$ cat src/rtl/seq_pkg.sv
package seq_pkg;

    localparam int WORD_W     = 32;
    localparam int OP_STRIDE  = 16;
    localparam int WORDS_USED = 3;
    localparam int FLAG_W     = 4;
    localparam int FLAG_WAIT  = 1;
    localparam int FLAG_STOP  = 2;
    localparam int FLAG_JUMP  = 3;

    typedef enum logic [2:0] {
        K_STOP  = 3'd0,
        K_WRITE = 3'd1,
        K_READ  = 3'd2,
        K_WAIT  = 3'd3,
        K_BNE   = 3'd4,
        K_BAD   = 3'd7
    } op_kind_e;

    typedef struct packed {
        op_kind_e            kind;
        logic [WORD_W-1:0]   arg_a;
        logic [WORD_W-1:0]   arg_b;
    } seq_op_t;

    function automatic op_kind_e decode_kind(input logic [WORD_W-1:0] w);
        case (w)
            32'd0:   return K_STOP;
            32'd1:   return K_WRITE;
            32'd2:   return K_READ;
            32'd3:   return K_WAIT;
            32'd4:   return K_BNE;
            default: return K_BAD;
        endcase
    endfunction

    function automatic logic [WORD_W-1:0] word_addr(input logic [WORD_W-1:0] base,
                                                    input logic [WORD_W-1:0] idx,
                                                    input logic [1:0]        w);
        return base + (idx * OP_STRIDE) + {28'd0, w, 2'b00};
    endfunction

endpackage

$ cat src/rtl/seq_fetch.sv
module seq_fetch
    import seq_pkg::*;
#(
    parameter int              PC_W = 8,
    parameter logic [31:0]     BASE = 32'h0000_0400
) (
    input  logic                clk,
    input  logic                rst,
    input  logic                start_i,
    input  logic [PC_W-1:0]     pc_i,
    output logic                rd_en_o,
    output logic [WORD_W-1:0]   rd_addr_o,
    input  logic                rd_valid_i,
    input  logic [WORD_W-1:0]   rd_data_i,
    output logic                done_o,
    output seq_op_t             op_o
);
    localparam logic [1:0] LAST_W = 2'(WORDS_USED - 1);

    typedef enum logic [1:0] {F_IDLE, F_ISSUE, F_WAIT} fst_e;

    fst_e              st_q;
    logic [1:0]        w_q;
    logic              done_q;
    logic [WORD_W-1:0] word_q [WORDS_USED];

    always_ff @(posedge clk) begin
        if (rst) begin
            st_q   <= F_IDLE;
            w_q    <= '0;
            done_q <= 1'b0;
            for (int i = 0; i < WORDS_USED; i++) word_q[i] <= '0;
        end else begin
            done_q <= 1'b0;
            case (st_q)
                F_IDLE: if (start_i) begin
                    st_q <= F_ISSUE;
                    w_q  <= '0;
                end
                F_ISSUE: st_q <= F_WAIT;
                F_WAIT: if (rd_valid_i) begin
                    word_q[w_q] <= rd_data_i;
                    if (w_q == LAST_W) begin
                        done_q <= 1'b1;
                        st_q   <= F_IDLE;
                    end else begin
                        w_q  <= w_q + 2'd1;
                        st_q <= F_ISSUE;
                    end
                end
                default: st_q <= F_IDLE;
            endcase
        end
    end

    assign rd_en_o   = (st_q == F_ISSUE);
    assign rd_addr_o = word_addr(BASE, WORD_W'(pc_i), w_q);
    assign done_o    = done_q;
    assign op_o.kind  = decode_kind(word_q[0]);
    assign op_o.arg_a = word_q[1];
    assign op_o.arg_b = word_q[2];

    // reserved word of a record is never requested
    p_no_reserved_r1: assert property (@(posedge clk) disable iff (rst)
        rd_en_o |-> (rd_addr_o[3:2] != 2'b11));

    // a fetch read is followed by waiting, never by another request
    p_fetch_single_r12: assert property (@(posedge clk) disable iff (rst)
        rd_en_o |=> !rd_en_o);

endmodule

$ cat src/rtl/seq_branch.sv
module seq_branch
    import seq_pkg::*;
#(
    parameter int PC_W = 8
) (
    input  logic                clk,
    input  logic                rst,
    input  logic                load_i,
    input  logic [WORD_W-1:0]   load_data_i,
    input  logic [WORD_W-1:0]   expect_i,
    input  logic [PC_W-1:0]     target_i,
    input  logic [PC_W-1:0]     pc_i,
    output logic                taken_o,
    output logic [PC_W-1:0]     next_pc_o
);
    logic [WORD_W-1:0] last_q;

    always_ff @(posedge clk) begin
        if (rst)         last_q <= '0;
        else if (load_i) last_q <= load_data_i;
    end

    assign taken_o   = (last_q != expect_i);
    assign next_pc_o = taken_o ? target_i : pc_i + 1'b1;

    // value captured on a read return drives the next compare
    p_load_r4: assert property (@(posedge clk) disable iff (rst)
        load_i |=> (taken_o == ($past(load_data_i) != expect_i)));

endmodule

$ cat src/rtl/script_seq.sv
module script_seq
    import seq_pkg::*;
#(
    parameter int          PC_W = 8,
    parameter logic [31:0] BASE = 32'h0000_0400
) (
    input  logic          clk,
    input  logic          rst,
    input  logic          go_i,
    input  logic          irq_i,
    output logic          rd_en_o,
    output logic [31:0]   rd_addr_o,
    input  logic [31:0]   rd_data_i,
    input  logic          rd_valid_i,
    output logic          wr_en_o,
    output logic [31:0]   wr_addr_o,
    output logic [31:0]   wr_data_o,
    output logic [3:0]    wr_be_o,
    output logic          halt_o,
    output logic [7:0]    pc_o,
    output logic          ev_valid_o,
    output logic [3:0]    ev_flags_o
);
    typedef enum logic [2:0] {
        T_IDLE, T_FETCH, T_EXEC, T_RDISS, T_RDWAIT, T_IRQWAIT, T_HALT
    } tst_e;

    tst_e              st_q;
    logic [PC_W-1:0]   pc_q;
    logic              halt_q, kick_q;
    logic              wr_en_q;
    logic [31:0]       wr_addr_q, wr_data_q;
    logic [3:0]        wr_be_q;
    logic              ev_valid_q;
    logic [FLAG_W-1:0] ev_flags_q;

    logic              f_rd_en, f_done;
    logic [31:0]       f_rd_addr;
    seq_op_t           op;
    logic              br_taken;
    logic [PC_W-1:0]   br_next;
    logic              rd_load;

    seq_fetch #(.PC_W(PC_W), .BASE(BASE)) i_fetch (
        .clk        (clk),
        .rst        (rst),
        .start_i    (kick_q),
        .pc_i       (pc_q),
        .rd_en_o    (f_rd_en),
        .rd_addr_o  (f_rd_addr),
        .rd_valid_i (rd_valid_i),
        .rd_data_i  (rd_data_i),
        .done_o     (f_done),
        .op_o       (op)
    );

    assign rd_load = (st_q == T_RDWAIT) && rd_valid_i;

    seq_branch #(.PC_W(PC_W)) i_branch (
        .clk         (clk),
        .rst         (rst),
        .load_i      (rd_load),
        .load_data_i (rd_data_i),
        .expect_i    (op.arg_b),
        .target_i    (op.arg_a[PC_W-1:0]),
        .pc_i        (pc_q),
        .taken_o     (br_taken),
        .next_pc_o   (br_next)
    );

    always_ff @(posedge clk) begin
        if (rst) begin
            st_q       <= T_IDLE;
            pc_q       <= '0;
            halt_q     <= 1'b0;
            kick_q     <= 1'b0;
            wr_en_q    <= 1'b0;
            wr_addr_q  <= '0;
            wr_data_q  <= '0;
            wr_be_q    <= '0;
            ev_valid_q <= 1'b0;
            ev_flags_q <= '0;
        end else begin
            kick_q     <= 1'b0;
            wr_en_q    <= 1'b0;
            wr_be_q    <= '0;
            ev_valid_q <= 1'b0;
            ev_flags_q <= '0;
            case (st_q)
                T_IDLE, T_HALT: if (go_i) begin
                    pc_q   <= '0;
                    halt_q <= 1'b0;
                    kick_q <= 1'b1;
                    st_q   <= T_FETCH;
                end
                T_FETCH: if (f_done) st_q <= T_EXEC;
                T_EXEC: begin
                    case (op.kind)
                        K_WRITE: begin
                            wr_en_q    <= 1'b1;
                            wr_be_q    <= 4'hF;
                            wr_addr_q  <= op.arg_a;
                            wr_data_q  <= op.arg_b;
                            ev_valid_q <= 1'b1;
                            pc_q       <= pc_q + 1'b1;
                            kick_q     <= 1'b1;
                            st_q       <= T_FETCH;
                        end
                        K_READ: st_q <= T_RDISS;
                        K_WAIT: st_q <= T_IRQWAIT;
                        K_BNE: begin
                            ev_valid_q            <= 1'b1;
                            ev_flags_q[FLAG_JUMP] <= br_taken;
                            pc_q                  <= br_next;
                            kick_q                <= 1'b1;
                            st_q                  <= T_FETCH;
                        end
                        default: begin
                            halt_q                <= 1'b1;
                            ev_valid_q            <= 1'b1;
                            ev_flags_q[FLAG_STOP] <= 1'b1;
                            st_q                  <= T_HALT;
                        end
                    endcase
                end
                T_RDISS: st_q <= T_RDWAIT;
                T_RDWAIT: if (rd_valid_i) begin
                    ev_valid_q <= 1'b1;
                    pc_q       <= pc_q + 1'b1;
                    kick_q     <= 1'b1;
                    st_q       <= T_FETCH;
                end
                T_IRQWAIT: if (irq_i) begin
                    ev_valid_q            <= 1'b1;
                    ev_flags_q[FLAG_WAIT] <= 1'b1;
                    pc_q                  <= pc_q + 1'b1;
                    kick_q                <= 1'b1;
                    st_q                  <= T_FETCH;
                end
                default: st_q <= T_IDLE;
            endcase
        end
    end

    assign rd_en_o    = f_rd_en | (st_q == T_RDISS);
    assign rd_addr_o  = (st_q == T_RDISS) ? op.arg_a : f_rd_addr;
    assign wr_en_o    = wr_en_q;
    assign wr_addr_o  = wr_addr_q;
    assign wr_data_o  = wr_data_q;
    assign wr_be_o    = wr_be_q;
    assign halt_o     = halt_q;
    assign pc_o       = 8'(pc_q);
    assign ev_valid_o = ev_valid_q;
    assign ev_flags_o = ev_flags_q;

    // write strobe lasts one cycle with all lanes enabled
    p_wr_pulse_r3: assert property (@(posedge clk) disable iff (rst)
        wr_en_o |=> !wr_en_o);
    p_wr_lanes_r3: assert property (@(posedge clk) disable iff (rst)
        wr_en_o |-> (wr_be_o == 4'hF));
    // never two reads in consecutive cycles
    p_one_read_r12: assert property (@(posedge clk) disable iff (rst)
        rd_en_o |=> !rd_en_o);
    // stall while the interrupt line is low
    p_wait_hold_r6: assert property (@(posedge clk) disable iff (rst)
        (st_q == T_IRQWAIT && !irq_i) |=> (!ev_valid_o && $stable(pc_o)));
    // at most one class flag, flags only with a strobe
    p_flags_onehot_r9: assert property (@(posedge clk) disable iff (rst)
        $onehot0(ev_flags_o) && (ev_valid_o || ev_flags_o == '0));
    // stopping comes with a flagged event, then silence
    p_halt_flag_r8: assert property (@(posedge clk) disable iff (rst)
        $rose(halt_o) |-> (ev_valid_o && ev_flags_o[FLAG_STOP]));
    p_halt_quiet_r8: assert property (@(posedge clk) disable iff (rst)
        (halt_o && !go_i) |=> (!rd_en_o && !wr_en_o && !ev_valid_o));
    // start pulse from rest resets the index
    p_go_start_r7: assert property (@(posedge clk) disable iff (rst)
        (go_i && (st_q == T_IDLE || st_q == T_HALT)) |=> (pc_o == 8'd0 && !halt_o));

endmodule

$ cat config.mk
export PLATFORM = sky130hd
export DESIGN_NAME = script_seq
export DESIGN_NICKNAME = d
export VERILOG_FILES = /design/src/rtl/seq_pkg.sv /design/src/rtl/seq_fetch.sv /design/src/rtl/seq_branch.sv /design/src/rtl/script_seq.sv
export SDC_FILE = /design/constraint.sdc
export NUM_CORES = 1
export LEC_CHECK = 0
export ABC_AREA = 1
export BUFFER_PORTS_ARGS = -buffer_cell sky130_fd_sc_hd__buf_2
export CORE_UTILIZATION = 29
export DETAILED_ROUTE_END_ITERATION = 6
export PLACE_DENSITY = 0.55
export RECOVER_POWER = 100
export SETUP_SLACK_MARGIN = 0.02
export SYNTH_ARGS = -nofsm -noshare
export SYNTH_HDL_FRONTEND = slang
export SYNTH_SLANG_ARGS = --single-unit
$ cat constraint.sdc
create_clock -name clk -period 2 [get_ports clk]
set_input_delay 0.4 -clock clk [delete_from_list [all_inputs] [get_ports clk]]
set_output_delay 0.4 -clock clk [all_outputs]
set_load 0.03 [all_outputs]
==> impl_metrics.env, run 1 <==
export IMPL_viasPerCell=4.52
export IMPL_crit_path_end_kind="primary output"
export IMPL_arrival_ns=1.65
export IMPL_tightestPinTransition_ns=1.41
export IMPL_synth_seq_cells=215
export IMPL_setup_violations=14
export IMPL_crit_top_cell="buf_6"
export IMPL_most_common_layout_cells="232 x nor2_1, 139 x inv_1, 118 x buf_2, 116 x dfxtp_1, 96 x edfxtp_1"
export IMPL_worstHoldPathType="in -> reg"
export IMPL_fmax_ghz=0.488
export IMPL_synth_fp_nets=1094
export IMPL_failed_checks="design-rule violations, negative setup slack"
export IMPL_path_cells="nand3b_1 > buf_6 > buf_16 > o21ai_2 > buf_6"
export IMPL_synthCells=1052
export IMPL_grt_usage=0.152
export IMPL_max_clock_path_buffers=3
export IMPL_finalHoldViolCount=0
export IMPL_cap_violations=0
export IMPL_postCtsHoldBufs=0
export IMPL_netlist_area_um2=9150
export IMPL_clock_latency_ns=0.53
export IMPL_rrSetupSlack_ns=0.16
export IMPL_reg2regPathDepth=11
export IMPL_dr_first_iter_drc_count=434
export IMPL_finalCoreUtilization=0.390
export IMPL_netSwitchingFraction=0.290
export IMPL_p_int_mw=8.86
export IMPL_slew_headroom=0.0632
export IMPL_skew_ns=0.0190
export IMPL_p_total_mw=12.5
export IMPL_grt_ovfl_total=0
export IMPL_dpl_cell_area_um2=10500
export IMPL_grt_max_degree=58
export IMPL_nNetsFinal=1263
export IMPL_die_w_um=180
export IMPL_cts_sinks=215
export IMPL_die_area_um2=32300
export IMPL_initial_core_util=0.297
export IMPL_synth_warning_count=0
export IMPL_fin_ws_ns=-0.0505
export IMPL_drc=16
export IMPL_dr_total_vias=7400
export IMPL_gp_congestion=0.872
export IMPL_worstPathRequired_ns=1.60
export IMPL_holdPathStages=3
export IMPL_worstSetupPathType="reg -> out"
export IMPL_status="complete, but fails checks"
export IMPL_dp_slack_ns=0.102
export IMPL_n_antenna_cell=0
export IMPL_cp_slowest_stage_delay_ns=0.31
export IMPL_slowest_stage="dfxtp_2"
export IMPL_finalMaxSlewViolations=0
export IMPL_drive_above_1_share=0.258
export IMPL_p_sw_mw=3.61
export IMPL_wirelength_um=25600
export IMPL_fin_setup_tns_ns=-0.359
export IMPL_period_share=1.03
export IMPL_power_frac_seq=0.404
export IMPL_min_period_ns=2.05
export IMPL_dp_hpwl_um=17600
export IMPL_ir_drop_mv=0.559
export IMPL_pwr_share_comb=0.204
export IMPL_power_density_nw_per_um2=1040
export IMPL_areaGrowthSynthToFinish_pct=31.5
export IMPL_synth_cell_types=36
export IMPL_rows=64
export IMPL_htreeDepth=1
export IMPL_cts_tree="built"
export IMPL_fin_area_um2=12000
export IMPL_antenna_found_initial=2
export IMPL_die_height_um=180
export IMPL_ios=153
export IMPL_cts_buffers=25
export IMPL_ant_nets=0
export IMPL_leakage_nw=5.10
export IMPL_syn_avg_cell_area_um2=8.70
export IMPL_clk_root_buffer_cell="clkbuf_16"
export IMPL_numPortBuffers=151
export IMPL_grt_pass1_wl_um=38900
export IMPL_clk_pin_slew_ns=0.06
export IMPL_wl_per_cell_um=15.6
export IMPL_start_kind="flip-flop"
export IMPL_rsz0062_at_grt="true"
export IMPL_p_clk_frac=0.392
export IMPL_ys_seq_area_frac=0.575
export IMPL_drtPass1Iterations=7
export IMPL_grt_pass1_vias=7118
export IMPL_core_area_um2=30800
export IMPL_final_common_cell="nor2_1"
export IMPL_worstPathMaxFanout=14
[synthesized netlist by cell type (all sizes together)]
cell type | count | area, um^2
nor2 | 264 | 1030
inv | 146 | 551
dfxtp | 119 | 2380
nand2 | 114 | 448
edfxtp | 96 | 2880
o21ai | 78 | 394
a21oi | 49 | 245
a211oi | 43 | 323
clkbuf | 35 | 131
nand3 | 30 | 155
buf | 25 | 189
xnor2 | 22 | 193
nor3 | 12 | 65.1
ha | 5 | 62.6
xor2 | 4 | 35.0
nand4 | 3 | 18.8
a22oi | 1 | 7.51
a31oi | 1 | 6.26
clkinv | 1 | 5.00
conb | 1 | 3.75
nand3b | 1 | 7.51
nor4 | 1 | 6.26
o22ai | 1 | 6.26
[stage by stage]
stage	hold WS, ns	instances
final	0.144	1636
after global routing	0.150	1636
after CTS	0.116	1631
after detailed placement	0.450	1581
after global placement	0.445	1581
after floorplan	0.436	1052
[cells by family after synthesis]
| group | count (synthesis) | share of synthesized area |
|---|---|---|
| buf+inv | 207 | 0.0957 |
| fa+ha+maj | 5 | 0.00684 |
| other cells | 1 | 0.000410 |
| compound gates | 173 | 0.107 |
| xor+xnor | 26 | 0.0249 |
| flops | 215 | 0.575 |
| simple gates | 425 | 0.190 |
[state kept, by name, indices dropped and copies added (netlist names)]
| register | cells |
|---|---|
| i_fetch.word_q | 96 |
| i_branch.last_q | 32 |
| wr_addr_o | 32 |
| wr_data_o | 32 |
| pc_o | 8 |
| ev_flags_o | 3 |
| st_q | 3 |
| i_fetch.st_q | 2 |
| i_fetch.w_q | 2 |
| ev_valid_o | 1 |
| halt_o | 1 |
| i_fetch.done_o | 1 |
| kick_q | 1 |
| wr_be_o | 1 |
[power by group through the flow]
stage,logic (mW),registers [mW],clock network [mW]
floorplan,1.57,5.14,0
global placement,2.24,5.11,0
detailed placement,2.26,5.12,0
CTS,2.46,5.03,5.02
global route,2.78,5.06,5.19
finish,2.54,5.03,4.89
[area by class of cell]
cell class              count  area, um^2
clock buffers              34         721
clock inverters            12         170
fillers                  3135       18800
inverters                 147         559
multi-input cells         630        3260
flip-flops and latches    215        5270
well taps                 396         495
repair buffers            202        1550
[what timing repair did]
item	in CTS	in global routing
gates resized for setup	94	55
pin swaps	2	1
buffers inserted	3	1
gates cloned	1	4
hold endpoints to repair	0	0
endpoints found under the setup margin	33	75
[final timing paths]
path / from / to
hold reg to reg: i_branch.last_q[24]$_SDFFE_PP0P_ / i_branch.last_q[24]$_SDFFE_PP0P_
setup / recovery: st_q[2]$_SDFFE_PP0P_ / rd_addr_o[11]
hold / removal: irq_i / ev_flags_o[1]$_SDFF_PP0_
setup reg to reg: i_fetch.word_q[2][18]$_SDFFCE_PN0P_ / pc_o[6]$_SDFFE_PP0P_
[metal layers]
layer  up-vias  track usage  wire length, um
met5         -            0               30
met4         4       0.0441              459
met3        35       0.0249             1360
met2       197        0.234            11300
met1      3455        0.219            12400
li1       3709            -                -
[critical path: cells and delay by family, from the launching register on]
family | cells | cell delay [ns]
DFF | 1 | 0.31
and+or+nand+nor | 1 | 0.16
AOI/OAI and AO/OA | 1 | 0.15
buffers and inverters | 3 | 0.50
(Power assumes the default switching activity.)
==> run 2, diff against run 1 <==
--- a/config.mk
+++ b/config.mk
@@ -8,4 +8,5 @@
 export ABC_AREA = 1
 export BUFFER_PORTS_ARGS = -buffer_cell sky130_fd_sc_hd__buf_2
+export CAP_MARGIN = 10
 export CORE_UTILIZATION = 29
 export DETAILED_ROUTE_END_ITERATION = 6
@@ -13,4 +14,5 @@
 export RECOVER_POWER = 100
 export SETUP_SLACK_MARGIN = 0.02
+export SKIP_CTS_REPAIR_TIMING = 1
 export SYNTH_ARGS = -nofsm -noshare
 export SYNTH_HDL_FRONTEND = slang
==> constraint.sdc (replaced) <==
create_clock -name clk -period 2 [get_ports clk]
set_input_delay 0.4 -clock clk [delete_from_list [all_inputs] [get_ports clk]]
set_output_delay 0.4 -clock clk [all_outputs]
set_load 0.005 [all_outputs]
==> impl_metrics.env, run 2 (synthesis results as in run 1) <==
export IMPL_nNetsFinal=1254
export IMPL_dr_total_vias=7264
export IMPL_grt_use_met1=0.217
export IMPL_seqCellArea_um2=5270
export IMPL_wl_per_cell_um=15.6
export IMPL_crit_path_end_kind="primary output"
export IMPL_htreeDepth=1
export IMPL_slowest_stage="dfxtp_4"
export IMPL_gp_congestion=0.866
export IMPL_setup_violations=8
export IMPL_ios=153
export IMPL_areaGrowthSynthToFinish_pct=26.1
export IMPL_viasPerCell=4.46
export IMPL_nFillCells=3211
export IMPL_leakage_nw=4.97
export IMPL_ir_drop_mv=0.559
export IMPL_cap_violations=0
export IMPL_grt_max_degree=50
export IMPL_drtPass1Iterations=6
export IMPL_tightestPinTransition_ns=0.718
export IMPL_drc=30
export IMPL_finalHoldViolCount=0
export IMPL_dp_slack_ns=0.0606
export IMPL_skew_ns=0.0107
export IMPL_finalMaxSlewViolations=0
export IMPL_slew_headroom=0.521
export IMPL_grtUsageMet3=0.0290
export IMPL_min_period_ns=2.03
export IMPL_clk_root_buffer_cell="clkbuf_16"
export IMPL_grt_usage=0.151
export IMPL_dr_first_iter_drc_count=477
export IMPL_max_clock_path_buffers=3
export IMPL_grt_pass1_wl_um=38600
export IMPL_cts_buffers=27
export IMPL_grt_ovfl_total=0
export IMPL_busiest_layer="met2"
export IMPL_top_register="i_fetch.word_q"
export IMPL_cp_slowest_stage_delay_ns=0.35
export IMPL_wirelength_um=25400
export IMPL_cts_tree="built"
export IMPL_numPortBuffers=151
export IMPL_final_common_cell="nor2_1"
export IMPL_path_cells="nand3b_1 > buf_6 > clkbuf_16 > o21ai_2 > buf_2"
export IMPL_fin_ws_ns=-0.0266
export IMPL_die_area_um2=32300
export IMPL_worstPathRequired_ns=1.60
export IMPL_rows=64
export IMPL_clk_pin_slew_ns=0.06
export IMPL_grtUsageMet2=0.230
export IMPL_cts_sinks=215
export IMPL_fmax_ghz=0.493
export IMPL_multiInputGateArea_um2=3140
export IMPL_period_share=1.01
export IMPL_power_density_nw_per_um2=999
export IMPL_start_kind="flip-flop"
export IMPL_holdWs_ns=0.134
export IMPL_fin_setup_tns_ns=-0.103
export IMPL_rsz0062_at_grt="true"
export IMPL_die_w_um=180
export IMPL_worstSetupPathType="reg -> out"
export IMPL_largest_reg_flops=96
export IMPL_status="complete, but fails checks"
export IMPL_grt_pass1_vias=6968
export IMPL_drive_above_1_share=0.239
export IMPL_most_common_layout_cells="239 x nor2_1, 151 x buf_2, 139 x inv_1, 116 x dfxtp_1"
export IMPL_die_height_um=180
export IMPL_clock_latency_ns=0.53
export IMPL_antenna_found_initial=2
export IMPL_failed_checks="design-rule violations, negative setup slack"
export IMPL_finalCoreUtilization=0.374
export IMPL_worstPathMaxFanout=6
export IMPL_dp_hpwl_um=17400
export IMPL_core_area_um2=30800
export IMPL_worstHoldPathType="in -> reg"
export IMPL_initial_core_util=0.297
export IMPL_ant_nets=0
export IMPL_arrival_ns=1.63
[run 2: metrics by stage]
step	std cells	power, mW	cell area, um^2
after floorplan	1052	6.43	9160
after global placement	1570	7.00	10500
after detailed placement	1570	7.03	10500
after CTS	1619	11.5	11300
after global routing	1628	12.1	11500
final	1629	11.5	11500
[run 2: worst max-delay path, delay by kind of cell (launching register included)]
| family | cells | cell delay (ns) |
|---|---|---|
| buffers and inverters | 3 | 0.46 |
| flip-flops | 1 | 0.35 |
| AND/OR/NAND/NOR | 1 | 0.16 |
| AO/OA/AOI/OAI | 1 | 0.12 |
[run 2: final timing paths]
path | startpoint | end | slack (ns) | cells after the start
max | st_q[2]$_SDFFE_PP0P_ | rd_addr_o[6] | -0.03 | 5
min | irq_i | ev_flags_o[1]$_SDFF_PP0_ | 0.13 | 3
min reg2reg | i_branch.last_q[21]$_SDFFE_PP0P_ | i_branch.last_q[21]$_SDFFE_PP0P_ | 0.46 | 2
max reg2reg | i_fetch.word_q[0][15]$_SDFFCE_PN0P_ | st_q[2]$_SDFFE_PP0P_ | 0.18 | 12
[run 2: layout make-up]
type	instances	area share
Sequential cell	215	0.457
Multi-Input combinational cell	630	0.272
Timing Repair Buffer	191	0.109
Clock buffer	43	0.0672
Inverter	147	0.0485
Tap cell	396	0.0429
Clock inverter	6	0.00314
Antenna cell	1	0.000217
[run 2: per-layer routing]
metal,vias to the layer above,share of wire
met5,-,0.00035
met4,2,0.020
met3,41,0.063
met2,214,0.43
met1,3317,0.48
li1,3690,-
[run 2: power breakdown]
group	internal, mW	switching [mW]	total (mW)
clock network	2.64	1.83	4.47
registers	4.87	0.205	5.07
logic	0.762	1.23	1.99
total	8.27	3.26	11.5
